[src/rtl/pf2i_pkg.sv]
package pf2i_pkg;
  localparam int unsigned FLT_W = 32;
  localparam int unsigned MAG_W = 31;

  typedef enum logic [1:0] {
    MODE_RC    = 2'd0,
    MODE_TRUNC = 2'd1,
    MODE_LEG32 = 2'd2,
    MODE_LEG16 = 2'd3
  } mode_e;

  typedef enum logic [1:0] {
    RC_NEAR = 2'd0,
    RC_DOWN = 2'd1,
    RC_UP   = 2'd2,
    RC_ZERO = 2'd3
  } rc_e;

  // decoded lane between the two stages
  typedef struct packed {
    logic             sign;
    logic             ovf;     // |x| >= 2^31, inf or NaN
    logic             half;    // first fraction bit below the integer
    logic             sticky;  // any lower fraction bit
    logic [MAG_W-1:0] mag;     // truncated integer magnitude
  } dec_t;
endpackage

[src/rtl/pf2i_unpack.sv]
module pf2i_unpack
  import pf2i_pkg::*;
(
  input  logic [FLT_W-1:0] flt_i,
  output dec_t             dec_o
);
  logic [7:0]  exp_f;
  logic [22:0] frac_f;
  logic [4:0]  shamt;
  logic [53:0] fixed;

  always_comb begin
    exp_f  = flt_i[30:23];
    frac_f = flt_i[22:0];
    // exp - 127 modulo 32
    shamt  = exp_f[4:0] + 5'd1;
    fixed  = {30'b0, 1'b1, frac_f} << shamt;
    dec_o      = '0;
    dec_o.sign = flt_i[31];
    if (exp_f >= 8'd158) begin
      dec_o.ovf = 1'b1;
    end else if (exp_f >= 8'd127) begin
      dec_o.mag    = fixed[53:23];
      dec_o.half   = fixed[22];
      dec_o.sticky = |fixed[21:0];
    end else if (exp_f == 8'd126) begin
      dec_o.half   = 1'b1;
      dec_o.sticky = |frac_f;
    end else if (exp_f != 8'd0 || frac_f != 23'd0) begin
      dec_o.sticky = 1'b1;
    end
  end
endmodule

[src/rtl/pf2i_finish.sv]
module pf2i_finish
  import pf2i_pkg::*;
(
  input  dec_t        dec_i,
  input  mode_e       mode_i,
  input  rc_e         rc_i,
  output logic [31:0] res_o
);
  rc_e         rmode;
  logic        inc;
  logic        lost;
  logic [31:0] rmag;
  logic [31:0] sval;
  logic        sat16;

  always_comb begin
    rmode = (mode_i == MODE_RC) ? rc_i : RC_ZERO;
    lost  = dec_i.half | dec_i.sticky;
    unique case (rmode)
      RC_NEAR: inc = dec_i.half & (dec_i.sticky | dec_i.mag[0]);
      RC_DOWN: inc = dec_i.sign & lost;
      RC_UP:   inc = ~dec_i.sign & lost;
      default: inc = 1'b0;
    endcase
    rmag  = {1'b0, dec_i.mag} + {31'b0, inc};
    sval  = dec_i.sign ? (32'd0 - rmag) : rmag;
    sat16 = dec_i.ovf
          | (!dec_i.sign && dec_i.mag > 31'd32767)
          | ( dec_i.sign && dec_i.mag > 31'd32768);
    unique case (mode_i)
      MODE_RC, MODE_TRUNC: res_o = dec_i.ovf ? 32'h8000_0000 : sval;
      MODE_LEG32: res_o = !dec_i.ovf ? sval
                        : (dec_i.sign ? 32'h8000_0000 : 32'h7FFF_FFFF);
      default:    res_o = !sat16 ? sval
                        : (dec_i.sign ? 32'hFFFF_8000 : 32'h0000_7FFF);
    endcase
  end
endmodule

[src/rtl/pf2i_conv.sv]
module pf2i_conv
  import pf2i_pkg::*;
#(
  parameter int unsigned NLANE = 2
) (
  input  logic                   clk_i,
  input  logic                   rst_ni,
  input  logic                   in_valid_i,
  input  logic [1:0]             mode_i,
  input  logic [1:0]             rc_i,
  input  logic [NLANE*FLT_W-1:0] op_i,
  output logic                   out_valid_o,
  output logic [NLANE*FLT_W-1:0] res_o
);
  localparam int unsigned W = NLANE * FLT_W;

  logic             v1_q;
  mode_e            mode_q;
  rc_e              rc_q;
  dec_t [NLANE-1:0] dec_d, dec_q;
  logic [W-1:0]     res_d;
  logic [W-1:0]     res_q;
  logic             v2_q;

  for (genvar l = 0; l < NLANE; l++) begin : g_lane
    pf2i_unpack u_unpack (
      .flt_i (op_i[l*FLT_W +: FLT_W]),
      .dec_o (dec_d[l])
    );
    pf2i_finish u_finish (
      .dec_i  (dec_q[l]),
      .mode_i (mode_q),
      .rc_i   (rc_q),
      .res_o  (res_d[l*FLT_W +: FLT_W])
    );
  end

  always_ff @(posedge clk_i or negedge rst_ni) begin
    if (!rst_ni) begin
      v1_q   <= 1'b0;
      mode_q <= MODE_RC;
      rc_q   <= RC_NEAR;
      dec_q  <= '0;
    end else begin
      v1_q <= in_valid_i;
      if (in_valid_i) begin
        mode_q <= mode_e'(mode_i);
        rc_q   <= rc_e'(rc_i);
        dec_q  <= dec_d;
      end
    end
  end

  always_ff @(posedge clk_i or negedge rst_ni) begin
    if (!rst_ni) begin
      v2_q  <= 1'b0;
      res_q <= '0;
    end else begin
      v2_q <= v1_q;
      if (v1_q) res_q <= res_d;
    end
  end

  assign out_valid_o = v2_q;
  assign res_o       = res_q;
endmodule

[config.mk]
export PLATFORM = sky130hd
export DESIGN_NAME = pf2i_conv
export DESIGN_NICKNAME = d
export VERILOG_FILES = /design/src/rtl/pf2i_pkg.sv /design/src/rtl/pf2i_unpack.sv /design/src/rtl/pf2i_finish.sv /design/src/rtl/pf2i_conv.sv
export SDC_FILE = /design/constraint.sdc
export NUM_CORES = 1
export LEC_CHECK = 0
export BUFFER_PORTS_ARGS = -buffer_cell sky130_fd_sc_hd__buf_2
export CAP_MARGIN = 20
export CORE_MARGIN = 4
export CORE_UTILIZATION = 55
export DETAILED_ROUTE_END_ITERATION = 8
export PLACE_DENSITY = 0.75
export SETUP_SLACK_MARGIN = 0.05
export SYNTH_ARGS = -nofsm -noshare
export SYNTH_HDL_FRONTEND = slang
export SYNTH_SLANG_ARGS = --single-unit
export TNS_END_PERCENT = 50
[constraint.sdc]
create_clock -name clk_i -period 6.58 [get_ports clk_i]
set_input_delay 0.329 -clock clk_i [delete_from_list [all_inputs] [get_ports clk_i]]
set_output_delay 0.329 -clock clk_i [all_outputs]
set_load 0.03 [all_outputs]
# == After elaboration in Yosys (flattened, before gate mapping) ==
# Index checks and enable logic that the tools add are counted.
# op_classes
n_eq_ne,6
n_mul,0
addsub,6
reduce_logical,19
bitwise,16
order_cmp,8
muxes,31
n_div,0
n_shift,2
# op_table
cell,count
two-way mux 32 bit,12
case mux 32 bit (2 select lines),2
<< shifter 24 x 5 -> 54 bit,2
two-way mux 33 bit,2
adder 31 x 1 -> 32 bit,2
"subtractor 1 x 32 -> 32 bit, first input constant",2
"greater-than comparator 31 x 15 -> 1 bit, second input constant",2
"greater-than comparator 31 x 16 -> 1 bit, second input constant",2
two-way mux 31 bit,2
nonzero test 23 bit,2
OR reduction 23 bit,2
OR reduction 22 bit,2
"equality test 8 x 7 -> 1 bit, second input constant",2
"greater-or-equal comparator 8 x 7 -> 1 bit, second input constant",2
"greater-or-equal comparator 8 bit, second input constant",2
nonzero test 8 bit,2
"adder 5 x 1 -> 5 bit, second input constant",2
two-way mux 1 bit,8
OR 1 bit,8
AND 1 bit,6
two-way mux 2 bit,3
case mux 1 bit (3 select lines),2
"equality test 2 x 1 -> 1 bit, second input constant",2
"equality test 2 bit, second input constant",2
6 further kinds,13
# word_totals
out_inout_bits,65
latch_bits,0
regBits,140
elab_cells,103
inputBits,71
mem_bits_ro,0
mem_count,0
ram_bits,0

# == Depth between registers and ports, before layout ==
# depth
word_depth,9
ltp_mapped,22
depth_no_buf,19

# == Cells and area by module ==
# Synthesis repeated with hierarchy kept, for this count alone.
# hier_totals
hier_cells,1729
hier_area_um2,14644.0
# modules_own_cells
module,seq_area_each_um2,area_per_inst_um2,cells_per_inst,instances
pf2i_finish,0.0,2750.1,439,2
pf2i_conv,3503.4,5445.2,293,1
pf2i_unpack,0.0,1849.3,279,2

# == Worst setup path after synthesis ==
# No wires, ideal clock.
# synth_path
path_kind,reg-to-reg
from,reg mode_q[0]
to,reg res_q[20] (netlist: res_o[20])
path_buffers,3
period_less_slack_ns,4.999
arrival_time_ns,4.877
path_stages_with_launch,22
t_required_ns,6.457
setup_slack_ns,1.581
setup_ns,0.123
path_cell_list,dfrtp_1 > clkbuf_1 > clkbuf_1 > or3_1 > inv_1 > ha_1 > xor2_1 > nand2_1 > a21o_1 > a221oi_1 > ha_1 > ha_1 > buf_4 > and3_1 > or4b_1 > o311ai_0 > nand4_1 > or2_1 > or4_4 > o31ai_4 > o21ai_2 > o221a_1
# synth_via
elab_chain_len,9
elab_cells_between_ends,16
cone_classes,add/sub: 2; eq/ne: 4; mux: 7; reduce/logical: 3
# synth_lines
element,line,text
start: declaration,pf2i_conv.sv:18,mode_e mode_q;
start signal: assignment,pf2i_conv.sv:47,mode_q <= mode_e'(mode_i);
logical NOT 2 bit,"pf2i_finish.sv:17, pf2i_finish.sv:30",
two-way mux 2 bit,pf2i_finish.sv:17,rmode = (mode_i == MODE_RC) ? rc_i : RC_ZERO;
"equality test 2 bit, or another cell as far along",pf2i_finish.sv:19,unique case (rmode)
case mux 1 bit (3 select lines),pf2i_finish.sv:19,
adder 31 x 1 -> 32 bit,pf2i_finish.sv:25,"rmag = {1'b0, dec_i.mag} + {31'b0, inc};"
subtractor 1 x 32 -> 32 bit,pf2i_finish.sv:26,sval = dec_i.sign ? (32'd0 - rmag) : rmag;
two-way mux 32 bit,pf2i_finish.sv:26,
two-way mux 32 bit (on tied branches),"pf2i_finish.sv:34, pf2i_finish.sv:31, pf2i_finish.sv:32",
case mux 32 bit (2 select lines) (*),pf2i_finish.sv:30,unique case (mode_i)
end signal: assignment,pf2i_conv.sv:60,if (v1_q) res_q <= res_d;
end: declaration,pf2i_conv.sv:22,logic [W-1:0] res_q;
# Every way passes the cells marked *; elsewhere a longest branch is shown, timed or not.
# A chain may end at the register's enable or synchronous reset.

# == Worst setup path in the final report ==
# layout_path
from,reg mode_q[0]
to,reg res_q[22] (netlist: res_o[22])
# Same word-level chain as after synthesis.

==> reports/results.md <==
| Quantity | Value | Unit |
|:---|:---|:---|
| Max cap viols | 0 | - |
| Cells after Synth | 1662 | - |
| Netlist Area Pre-Place | 0.0131 | mm2 |
| Fraction of power consumed by combinational cells | 39.8 | % |
| EDFF count, synth | 0 | - |
| Via count of the routed design | 13100 | - |
| Number of nets in the finished design | 1810 | - |
| TritonCTS Buffers | 17 | - |
| Final core utilization | 61.8 | % |
| Share of cell area taken by muxes after synthesis | 10.2 | % |
| Final setup TNS | 0 | ns |
| CTS tree | yes | - |
| Die Y-Extent | 162 | um |
| Most frequent cells in the layout | 165 x nand2_1, 159 x nor2_1, 139 x dfrtp_1 | - |
| Switch Pwr | 1.39 | mW |
| Starting density of the core | 55.9 | % |
| Drt pass-1 iters | 5 | - |
| Routed wirelength normalized by instance count | 18.6 | um |
| Clock Sinks | 140 | - |
| Power Internal | 2.12 | mW |
| Dominant cell type by area after synthesis | dfrtp_1 | - |
| Max VDD drop | 0.000186 | V |
| Remaining routing DRC violations | 0 | - |
| Period Utilization, post-route | 86.8 | % |
| H-tree levels | 4 | - |
| Transition time of the tightest slew-check pin | 1.07 | ns |
| Design Power | 3.52 | mW |
| Count of placed standard cells including taps | 2020 | - |
| Power Density | 243 | mW/mm2 |
| Commonest non-fill, non-tap cell in the layout | nand2_1 | - |
| Final hold viol count | 0 | - |
| Finish-stage setup viols | 0 | - |
| Worst R2R Setup Slack | 0.87 | ns |
| Largest fanout on the critical path | 21 | - |
| Clock transition time at the flip-flop clock pins of the worst setup and hold paths | 0.06 | ns |
| Inserted Diodes | 0 | - |
| Critical path endpoint category | flop | - |
| Last weighted congestion value of the routability-driven placer | 0.957 | - |
| Number of different library cells in the post-synthesis netlist | 88 | - |
| Vias in the first global route | 11800 | - |
| Fraction of registers with async set/reset | 100 | % |
| Worst Setup Start Kind | flop | - |
| Share of total power in sequential cells | 31.2 | % |
| First-pass GRT wire length | 62700 | um |
| Cell Area, Placed | 0.0138 | mm2 |
| Maximum operating frequency | 175 | MHz |
| Slowest stage cell, crit path | dfrtp_1 | - |
| Register area share after synthesis | 26.8 | % |
| Buffer cell driving the clock tree root | clkbuf_16 | - |
| Worst-case headroom to the max-slew limit | 28.7 | % |
| Synthesized area per cell | 7.87 | um2 |
| Relative contribution of the clock network to total power | 29.0 | % |
| Filler Cells Inserted | 2200 | - |
| Status | finished clean | - |
| Worst endpoint data arrival time | 6.02 | ns |
| Buffer and inverter count on the worst path | 1 | - |
| Worst endpoint required time | 6.89 | ns |
| Unrepaired setup endpoints after global routing | false | - |
| Post-synthesis compound-gate area fraction | 22.6 | % |
| Most numerous cell on the critical path | ha_1 | - |
| Class of the tightest hold or removal check | primary input to flop | - |
| Largest family of logic cells by synthesized area | simple AND/OR/NAND/NOR gates | - |
| Total track usage | 28.7 | % |
| Top-area cell type share of the netlist area | 26.8 | % |
| Peak per-stage delay on the critical path | 0.61 | ns |
| Clock skew after layout | 0.0107 | ns |
| Placeable core region | 0.0234 | mm2 |
| Top post-synthesis cells by area | dfrtp_1 27%, xnor2_1 6.9%, nand2_1 4.7%, a21oi_1 4.7%, nor2_1 4.6% | - |
| LEAKAGE | 5.93 | nW |
| Fin crit period | 5.71 | ns |
| Clock latency reported for the late side of the worst-skew pair | 0.42 | ns |
| Total non-filler cell area in the finished layout | 0.0145 | mm2 |
| Yosys synthesis warning count | 0 | - |
| Area added between synthesis and finish | 10.6 | % |
| Crit path setup slack, layout | 0.870 | ns |
| Post-synthesis share of cell area spent on full adders, half adders and majority gates | 1.63 | % |
| Count of state elements after synthesis | 140 | - |
| Post-DP HPWL | 28700 | um |
| Delay-heaviest family, CP | simple AND/OR/NAND/NOR gates | - |
| Chain of cells forming the critical path | or3_1 > inv_1 > ha_1 > xor2_1 > nand2_1 > a21o_1 > a221oi_1 > ha_1 > ha_1 > nand2_1 > nor4_2 > nand3_1 > nor4_1 > o2bb2ai_1 > or4_4 > o31ai_4 > o21ai_2 > o221a_1 | - |
| Max-slew violation count | 0 | - |
| Site Rows | 56 | - |
| Post-synth net total | 1750 | - |
| Fraction of layout instances using a drive strength above 1 | 16.1 | % |
| Switching power as a share of total power | 39.6 | % |
| Horiz. Die Dim | 162 | um |
| Num ports | 136 | - |
| Most used DFF post-synth | dfrtp_1 | - |
| Post-synthesis xor/xnor area fraction | 9.02 | % |
| Maximum number of pins on one net before global-route repair | 89 | - |
| Aggregate global routing overflow | 0 | - |
| DP Worst Slack | 0.974 | ns |
| Antenna violations before repair | 0 | - |
| Final cell count without fillers | 2054 | - |
| Hold Slack | 0.142 | ns |
| Routed vias/inst | 6.35 | - |
| Fraction of the mapped netlist area in simple logic gates | 23.3 | % |
| Die area | 0.0263 | mm2 |
| Class of the most critical setup path | flop to flop | - |
| DRC marker count from the first detailed-route iteration | 1408 | - |
| PortBufs | 135 | - |
| Number of nets with antenna violations after routing | 0 | - |
| Routed wire length | 38200 | um |
| Buffers from clock root to sink, at most | 2 | - |
[area by class of cell]
| type | count | area [um2] | share of cell area (%) |
|---|---|---|---|
| Multi-Input combinational cell | 1314 | 8760 | 60.5 |
| Sequential cell | 140 | 3500 | 24.2 |
| Timing Repair Buffer | 155 | 835 | 5.77 |
| Clock buffer | 21 | 450 | 3.11 |
| Tap cell | 319 | 399 | 2.76 |
| Inverter | 94 | 353 | 2.44 |
| Clock inverter | 11 | 168 | 1.16 |
[synthesized netlist by cell type, types with 16 or more instances]
cell type  instances
nor3_1            47
xnor2_1          103
buf_2             17
and3_1            16
ha_1              17
mux4_2            25
a21o_1            17
nand3_1           54
nor4_1            39
mux2i_1           48
a21oi_1          123
xor2_1            28
o21ai_0          111
nand4_1           31
clkbuf_1          79
mux2_2            25
nor2_1           159
inv_1             93
nand2_1          165
dfrtp_1          140
a31oi_1           20
o22ai_1           45
[path summary, 6_finish.rpt]
path / cells past startpoint / endpoint / startpoint
setup / recovery: 18 / res_o[22] / mode_q[0]
hold / removal: 3 / dec_q[69] / op_i[63]
setup reg to reg: 18 / res_o[22] / mode_q[0]
hold reg to reg: 2 / res_o[6] / res_o[6]
max in group asynchronous: 3 / v1_q / rst_ni
min in group asynchronous: 2 / res_o[59] / rst_ni
[routing by layer]
| metal | vias to the layer above | track usage (%) | routed length [um] |
|---|---|---|---|
| li1 | 6217 | - | - |
| met1 | 6141 | 46.1 | 18900 |
| met2 | 645 | 40.3 | 16000 |
| met5 | - | 0 | 0 |
| met3 | 50 | 4.14 | 2870 |
| met4 | 0 | 7.23 | 504 |
[kinds of logic (layout without fill, tap and decap cells)]
family	after synthesis	in the layout
AOI/OAI and AO/OA	461	461
xor gates and xnor gates	133	133
adders and majority gates	17	17
buffers and inverters	208	281
DFF	140	140
muxes	99	99
and+or+nand+nor	604	604
[repair_timing]
action	4_1_cts	5_1_grt
hold endpoints to repair	21	0
resized for setup	0	0
hold buffers	1	0
setup buffers	0	0
[flip-flops by register name (all words and copies together), names as in the netlist]
name	count
dec_q	70
mode_q	2
out_valid_o	1
rc_q	2
res_o	64
v1_q	1
[power by group through the flow]
| stage | Combinational [mW] | Sequential (mW) | Clock [mW] |
|---|---|---|---|
| 3_3_place_gp | 1.35 | 1.10 | 0 |
| 4_1_cts | 1.38 | 1.09 | 1.03 |
| 3_5_place_dp | 1.37 | 1.11 | 0 |
| 2_1_floorplan | 0.886 | 1.22 | 0 |
| 6_report | 1.40 | 1.10 | 1.02 |
| 5_1_grt | 1.53 | 1.11 | 1.07 |
[worst reg2reg max path, delay by kind of cell (launching register included)]
kind / cells / cell delay, ns
xor+xnor: 1 / 0.17
flops: 1 / 0.61
compound gates: 6 / 1.28
buf+inv: 1 / 0.11
simple gates: 7 / 2.48
fa+ha+maj: 3 / 0.95
No activity file was read; power rests on OpenSTA's default activity.
